### src/rtl/ddr2_init_pkg.sv
package ddr2_init_pkg;

    typedef enum logic [2:0] {
        CMD_NOP      = 3'd0,
        CMD_PREA     = 3'd1,
        CMD_MRS      = 3'd2,
        CMD_EMRS     = 3'd3,
        CMD_REF      = 3'd4,
        CMD_NORMAL   = 3'd5,
        CMD_DUMMY_WR = 3'd6
    } cmd_e;

    typedef struct packed {
        cmd_e       code;
        logic [2:0] bank;
        logic       dll;
        logic       ocd;
    } cmd_t;

    typedef enum logic [2:0] {
        PH_IDLE,
        PH_ISSUE,
        PH_WAIT,
        PH_LOAD,
        PH_DONE
    } phase_e;

    localparam int NUM_STEPS = 15;
    localparam int STEP_W    = $clog2(NUM_STEPS);
    localparam int COL_BASE  = 9;
    localparam int ROW_BASE  = 11;

endpackage

### src/rtl/ddr2_ba_offset.sv
module ddr2_ba_offset #(
    parameter int COL_W = 2,
    parameter int ROW_W = 2,
    parameter int OFF_W = 5
) (
    input  logic [COL_W-1:0] col_code,
    input  logic [ROW_W-1:0] row_code,
    input  logic             interleave,
    input  logic             bus32,
    output logic [OFF_W-1:0] offset
);
    import ddr2_init_pkg::*;

    logic [OFF_W-1:0] col_part;
    logic [OFF_W-1:0] row_part;
    logic [OFF_W-1:0] bus_part;

    always_comb begin
        col_part = OFF_W'(col_code) + OFF_W'(COL_BASE);
        row_part = interleave ? '0 : (OFF_W'(row_code) + OFF_W'(ROW_BASE));
        bus_part = bus32 ? OFF_W'(2) : OFF_W'(1);
        offset   = col_part + row_part + bus_part;
    end

endmodule

### src/rtl/ddr2_wait_timer.sv
module ddr2_wait_timer #(
    parameter int WAIT_CYC = 50000
) (
    input  logic clk,
    input  logic rst,
    input  logic clear,
    output logic expire
);
    localparam int CNT_W = $clog2(WAIT_CYC);
    localparam logic [CNT_W-1:0] LAST = CNT_W'(WAIT_CYC - 2);

    logic [CNT_W-1:0] cnt_d, cnt_q;

    assign expire = (cnt_q == LAST);

    always_comb begin
        cnt_d = cnt_q;
        if (clear) begin
            cnt_d = '0;
        end else if (!expire) begin
            cnt_d = cnt_q + 1'b1;
        end
    end

    always_ff @(posedge clk) begin
        if (rst) begin
            cnt_q <= '0;
        end else begin
            cnt_q <= cnt_d;
        end
    end

endmodule

### src/rtl/ddr2_init_script.sv
module ddr2_init_script
    import ddr2_init_pkg::*;
(
    input  logic [STEP_W-1:0] step,
    output cmd_t              cmd
);

    always_comb begin
        cmd = '{code: CMD_NOP, bank: 3'd0, dll: 1'b0, ocd: 1'b0};
        case (step)
            4'd0:  cmd.code = CMD_NOP;
            4'd1:  cmd.code = CMD_NOP;
            4'd2:  cmd.code = CMD_PREA;
            4'd3:  begin cmd.code = CMD_EMRS; cmd.bank = 3'd2; end
            4'd4:  begin cmd.code = CMD_EMRS; cmd.bank = 3'd3; end
            4'd5:  begin cmd.code = CMD_EMRS; cmd.bank = 3'd1; end
            4'd6:  begin cmd.code = CMD_MRS;  cmd.dll  = 1'b1; end
            4'd7:  cmd.code = CMD_PREA;
            4'd8:  cmd.code = CMD_REF;
            4'd9:  cmd.code = CMD_REF;
            4'd10: cmd.code = CMD_MRS;
            4'd11: begin cmd.code = CMD_EMRS; cmd.bank = 3'd1; cmd.ocd = 1'b1; end
            4'd12: begin cmd.code = CMD_EMRS; cmd.bank = 3'd1; end
            4'd13: cmd.code = CMD_NORMAL;
            4'd14: cmd.code = CMD_DUMMY_WR;
            default: cmd.code = CMD_NOP;
        endcase
    end

endmodule

### src/rtl/ddr2_init_seq.sv
module ddr2_init_seq
    import ddr2_init_pkg::*;
#(
    parameter int CLK_HZ  = 250_000_000,
    parameter int WAIT_US = 200,
    parameter int COL_W   = 2,
    parameter int ROW_W   = 2,
    parameter int RFSH_W  = 12,
    parameter int OFF_W   = 5
) (
    input  logic              clk,
    input  logic              rst,
    input  logic              start,
    input  logic [COL_W-1:0]  cfg_col_code,
    input  logic [ROW_W-1:0]  cfg_row_code,
    input  logic              cfg_interleave,
    input  logic              cfg_bus32,
    input  logic [RFSH_W-1:0] cfg_refresh_rate,
    output logic              cmd_valid,
    input  logic              cmd_ready,
    output logic [2:0]        cmd_code,
    output logic [2:0]        cmd_bank,
    output logic              cmd_dll_reset,
    output logic              cmd_ocd_default,
    output logic [OFF_W-1:0]  ba_offset,
    output logic              busy,
    output logic              done,
    output logic              rfsh_load,
    output logic [RFSH_W-1:0] rfsh_rate
);
    localparam longint unsigned WAIT_PROD = longint'(WAIT_US) * longint'(CLK_HZ);
    localparam int WAIT_CYC = int'((WAIT_PROD + 64'd999_999) / 64'd1_000_000);
    localparam logic [STEP_W-1:0] LAST_STEP = STEP_W'(NUM_STEPS - 1);

    typedef struct packed {
        phase_e             phase;
        logic [STEP_W-1:0]  step;
    } seq_t;

    seq_t s_d, s_q;
    cmd_t cur_cmd;
    logic wait_expire;

    ddr2_init_script u_script (
        .step (s_q.step),
        .cmd  (cur_cmd)
    );

    ddr2_wait_timer #(.WAIT_CYC(WAIT_CYC)) u_timer (
        .clk    (clk),
        .rst    (rst),
        .clear  (s_q.phase != PH_WAIT),
        .expire (wait_expire)
    );

    ddr2_ba_offset #(.COL_W(COL_W), .ROW_W(ROW_W), .OFF_W(OFF_W)) u_ba (
        .col_code   (cfg_col_code),
        .row_code   (cfg_row_code),
        .interleave (cfg_interleave),
        .bus32      (cfg_bus32),
        .offset     (ba_offset)
    );

    always_comb begin
        s_d = s_q;
        case (s_q.phase)
            PH_IDLE: begin
                if (start) begin
                    s_d.phase = PH_ISSUE;
                    s_d.step  = '0;
                end
            end
            PH_ISSUE: begin
                if (cmd_ready) begin
                    if (s_q.step == '0) begin
                        s_d.phase = PH_WAIT;
                    end else if (s_q.step == LAST_STEP) begin
                        s_d.phase = PH_LOAD;
                    end else begin
                        s_d.step = s_q.step + 1'b1;
                    end
                end
            end
            PH_WAIT: begin
                if (wait_expire) begin
                    s_d.phase = PH_ISSUE;
                    s_d.step  = STEP_W'(1);
                end
            end
            PH_LOAD: s_d.phase = PH_DONE;
            default: s_d = s_q;
        endcase
    end

    always_ff @(posedge clk) begin
        if (rst) begin
            s_q <= '{phase: PH_IDLE, step: '0};
        end else begin
            s_q <= s_d;
        end
    end

    assign cmd_valid       = (s_q.phase == PH_ISSUE);
    assign cmd_code        = cur_cmd.code;
    assign cmd_bank        = cur_cmd.bank;
    assign cmd_dll_reset   = cmd_valid & cur_cmd.dll;
    assign cmd_ocd_default = cmd_valid & cur_cmd.ocd;
    assign busy            = (s_q.phase == PH_ISSUE) || (s_q.phase == PH_WAIT)
                          || (s_q.phase == PH_LOAD);
    assign done            = (s_q.phase == PH_DONE);
    assign rfsh_load       = (s_q.phase == PH_LOAD);
    assign rfsh_rate       = cfg_refresh_rate;

endmodule

### config.mk
export PLATFORM = sky130hd
export DESIGN_NAME = ddr2_init_seq
export DESIGN_NICKNAME = d
export VERILOG_FILES = /design/src/rtl/ddr2_init_pkg.sv /design/src/rtl/ddr2_ba_offset.sv /design/src/rtl/ddr2_wait_timer.sv /design/src/rtl/ddr2_init_script.sv /design/src/rtl/ddr2_init_seq.sv
export SDC_FILE = /design/constraint.sdc
export NUM_CORES = 1
export LEC_CHECK = 0
export ABC_AREA = 1
export BUFFER_PORTS_ARGS = -buffer_cell sky130_fd_sc_hd__buf_4
export CAP_MARGIN = 40
export CORE_ASPECT_RATIO = 1.25
export CORE_MARGIN = 3
export CORE_UTILIZATION = 52
export DETAILED_ROUTE_END_ITERATION = 7
export GPL_ROUTABILITY_DRIVEN = 0
export PLACE_DENSITY = 0.8
export SYNTH_ARGS = -nofsm -noshare
export SYNTH_HDL_FRONTEND = slang
export SYNTH_SLANG_ARGS = --single-unit
### constraint.sdc
create_clock -name clk -period 2.1 [get_ports clk]
set_input_delay 0.105 -clock clk [delete_from_list [all_inputs] [get_ports clk]]
set_output_delay 0.105 -clock clk [all_outputs]
set_load 0.03 [all_outputs]
==> flow_summary.ini <==
[status]
status = completed

[setup_path]
startpoint_type = input port
worstReg2RegEnd = s_q[0]$_SDFFE_PP0P_
endpoint = ba_offset[3]
r2r_slack_ns = 0.51
r2r-start = s_q[0]$_SDFFE_PP0P_
cp-startpoint = cfg_row_code[0]
cp.required_ns = 2.00
endpoint_kind = output port
ff2ff_path_depth = 9
arrival_ns = 1.92
worstSetupPathType = input port to output port
path_max_fanout = 2

[die]
core-area_sq_um = 3280
io_pins = 51
rows = 23
start_util_pct = 55.2
die-area_sq_um = 4230
die_w_um = 58.8
chipHeight_um = 72.0

[min_path]
hold_path_startpoint = rst
holdCritPathClass = input port to register
min_path_cells = 2

[synthesis]
avgSynthCellArea_sq_um = 6.61
yosysTopAreaCell = dfxtp_1
synthMuxAreaShare_pct = 0
ys.flop_type = dfxtp_1
synthArstFlopShare_pct = 0
synth_area_sq_um = 1810
synth_edf_count = 0
ys_ff_latch = 23
synthAdderAreaFrac_pct = 9.81
syn_nets = 309
synth_area_leaders = dfxtp_1 (25%), nand2_1 (11%), inv_1 (9.9%)
synth_cells = 274
yosysWarningCount = 0
synth_top_area_share_pct = 25.4
synth_common_cells = nand2_1 (52), inv_1 (48), nor2_1 (36)
synth-xor-area-share_pct = 1.93
synth_top_family_by_area = simple AND/OR/NAND/NOR gates
seq_area_frac_synth_pct = 25.4
synth_compound_area_share_pct = 9.46
yosys.area_share.simple_pct = 35.8
ys_types = 32
synth_most_common_cell = nand2_1

[detailed_routing]
wire_per_inst_um = 11.2
totalWireLength_um = 3640
drc_errors = 0
via_count = 1647
drt_iter0_drc = 43
drt_pass1_iterations = 4
via_per_inst = 5.05
ant_nets = 0

[sta]
worst_slack_ns = 0.0767
fin_crit_sh_pct = 96.3
slew_viol_final = 0
rsz0062_at_grt = false
final-setup-viol-count = 0
hold_slack_ns = 0.0505
skew_ns = 0.00471
hold_violations = 0
min_period_ns = 2.02
fmaxAchievable_mhz = 494

[clock_tree]
htreeDepth = 1
cts_made_buffers = 3
cts_tree = done
clk_latency_ns = 0.27
clk_pin_slew_ns = 0.08
cts_max_path_buffers = 2
cts.sinks = 23
root_buffer = clkbuf_8

[cells_and_area]
drive_above_1_share_pct = 20.4
multi_input_area_sq_um = 1090
post-route-util_pct = 62.6
fin_nets = 325
nFillCells = 321
register_area_sq_um = 463
diodes = 0
syn2layout_area_growth_pct = 13.4

[run]
cap_viol_max_count = 0

[place]
dp_hpwl_um = 2910
port_buffers = 25
place_ws_ns = -0.151

[global_routing]
grtUsageTotal_pct = 19.1
grt_pass1_wl_um = 6530
grt_overflow = 0
first_global_vias = 1567
grt_max_degree = 14
antenna_found_initial = 0

[pwr]
leakagePower_uw = 0.000974
powerDensity_nw_per_um2 = 940
ir_worst_vdd_uv = 757
==> where the power goes <==
part           leakage, uW  internal, uW  switching (uW)
logic             0.000761           394             693
registers         0.000187           485            75.1
clock network    0.0000255           133             152
==> kinds of logic after synthesis <==
group / count (synthesis)
DFF: 23
adders and majority gates: 13
xor gates and xnor gates: 4
AOI/OAI and AO/OA: 31
buffers and inverters: 67
other: 1
and+or+nand+nor: 135
==> flip-flops by register name (all words and copies together), names as in the netlist <==
register / count
u_timer.cnt_q: 16
s_q: 7
==> cell type report <==
class / instances / area share, %
timing repair buffer: 26 / 10.0
multi-input combinational: 184 / 53.2
tap: 37 / 2.25
clock inverter: 1 / 0.244
inverter: 52 / 9.74
clock buffer: 3 / 2.01
sequential: 23 / 22.5
==> how the worst min path moves through the flow <==
stage / endpoint / slack (ns)
5_1_grt: s_q[6]$_SDFFE_PP0P_ / 0.06
2_1_floorplan: s_q[6]$_SDFFE_PP0P_ / 0.18
3_5_place_dp: rfsh_rate[3] / 0.21
6_report: s_q[6]$_SDFFE_PP0P_ / 0.05
3_3_place_gp: rfsh_rate[3] / 0.21
4_1_cts: s_q[6]$_SDFFE_PP0P_ / 0.05
==> metrics by stage <==
step	power, uW	instance area [sq um]	TNS (ns)	cells
after global placement	1620	1950	-0.278	322
after global routing	2080	2050	0	326
final	1930	2050	0	326
after detailed placement	1630	1950	-0.457	322
after floorplan	1420	1830	-0.0204	274
after CTS	1940	2050	0	326
==> worst max-delay path, cell delays in order <==
cell and delay (ns):
buf_6 0.09, inv_2 0.05, ha_4 0.18, or2_4 0.24, fa_1 0.49, inv_2 0.06, ha_4 0.26, nand3_2 0.07
nand3_2 0.09, xor2_2 0.13, buf_6 0.14
==> placed cells by master (no fill, tap or decap), drive strengths merged, types with 8 or more instances in the layout <==
cell	n
a21oi	14
buf	26
dfxtp	23
ha	11
inv	51
nand2	54
nand3	19
nand4	8
nor2	40
nor3	10
o21ai	12
==> per-layer routing <==
layer,track usage [%],vias up,share of wire [%]
met2,34.2,34,52
met4,8.31,0,2.3
li1,-,880,-
met1,22.2,724,43
met3,2.31,9,3.6
met5,0,-,0
==> what timing repair did <==
action                                  in CTS  in global routing
pin swaps                                    6                  1
buffers inserted                             0                  0
endpoints found under the setup margin       4                  6
hold buffers                                 0                  0
gates resized for setup                     13                  2
Power figures use the tool's default switching activity.
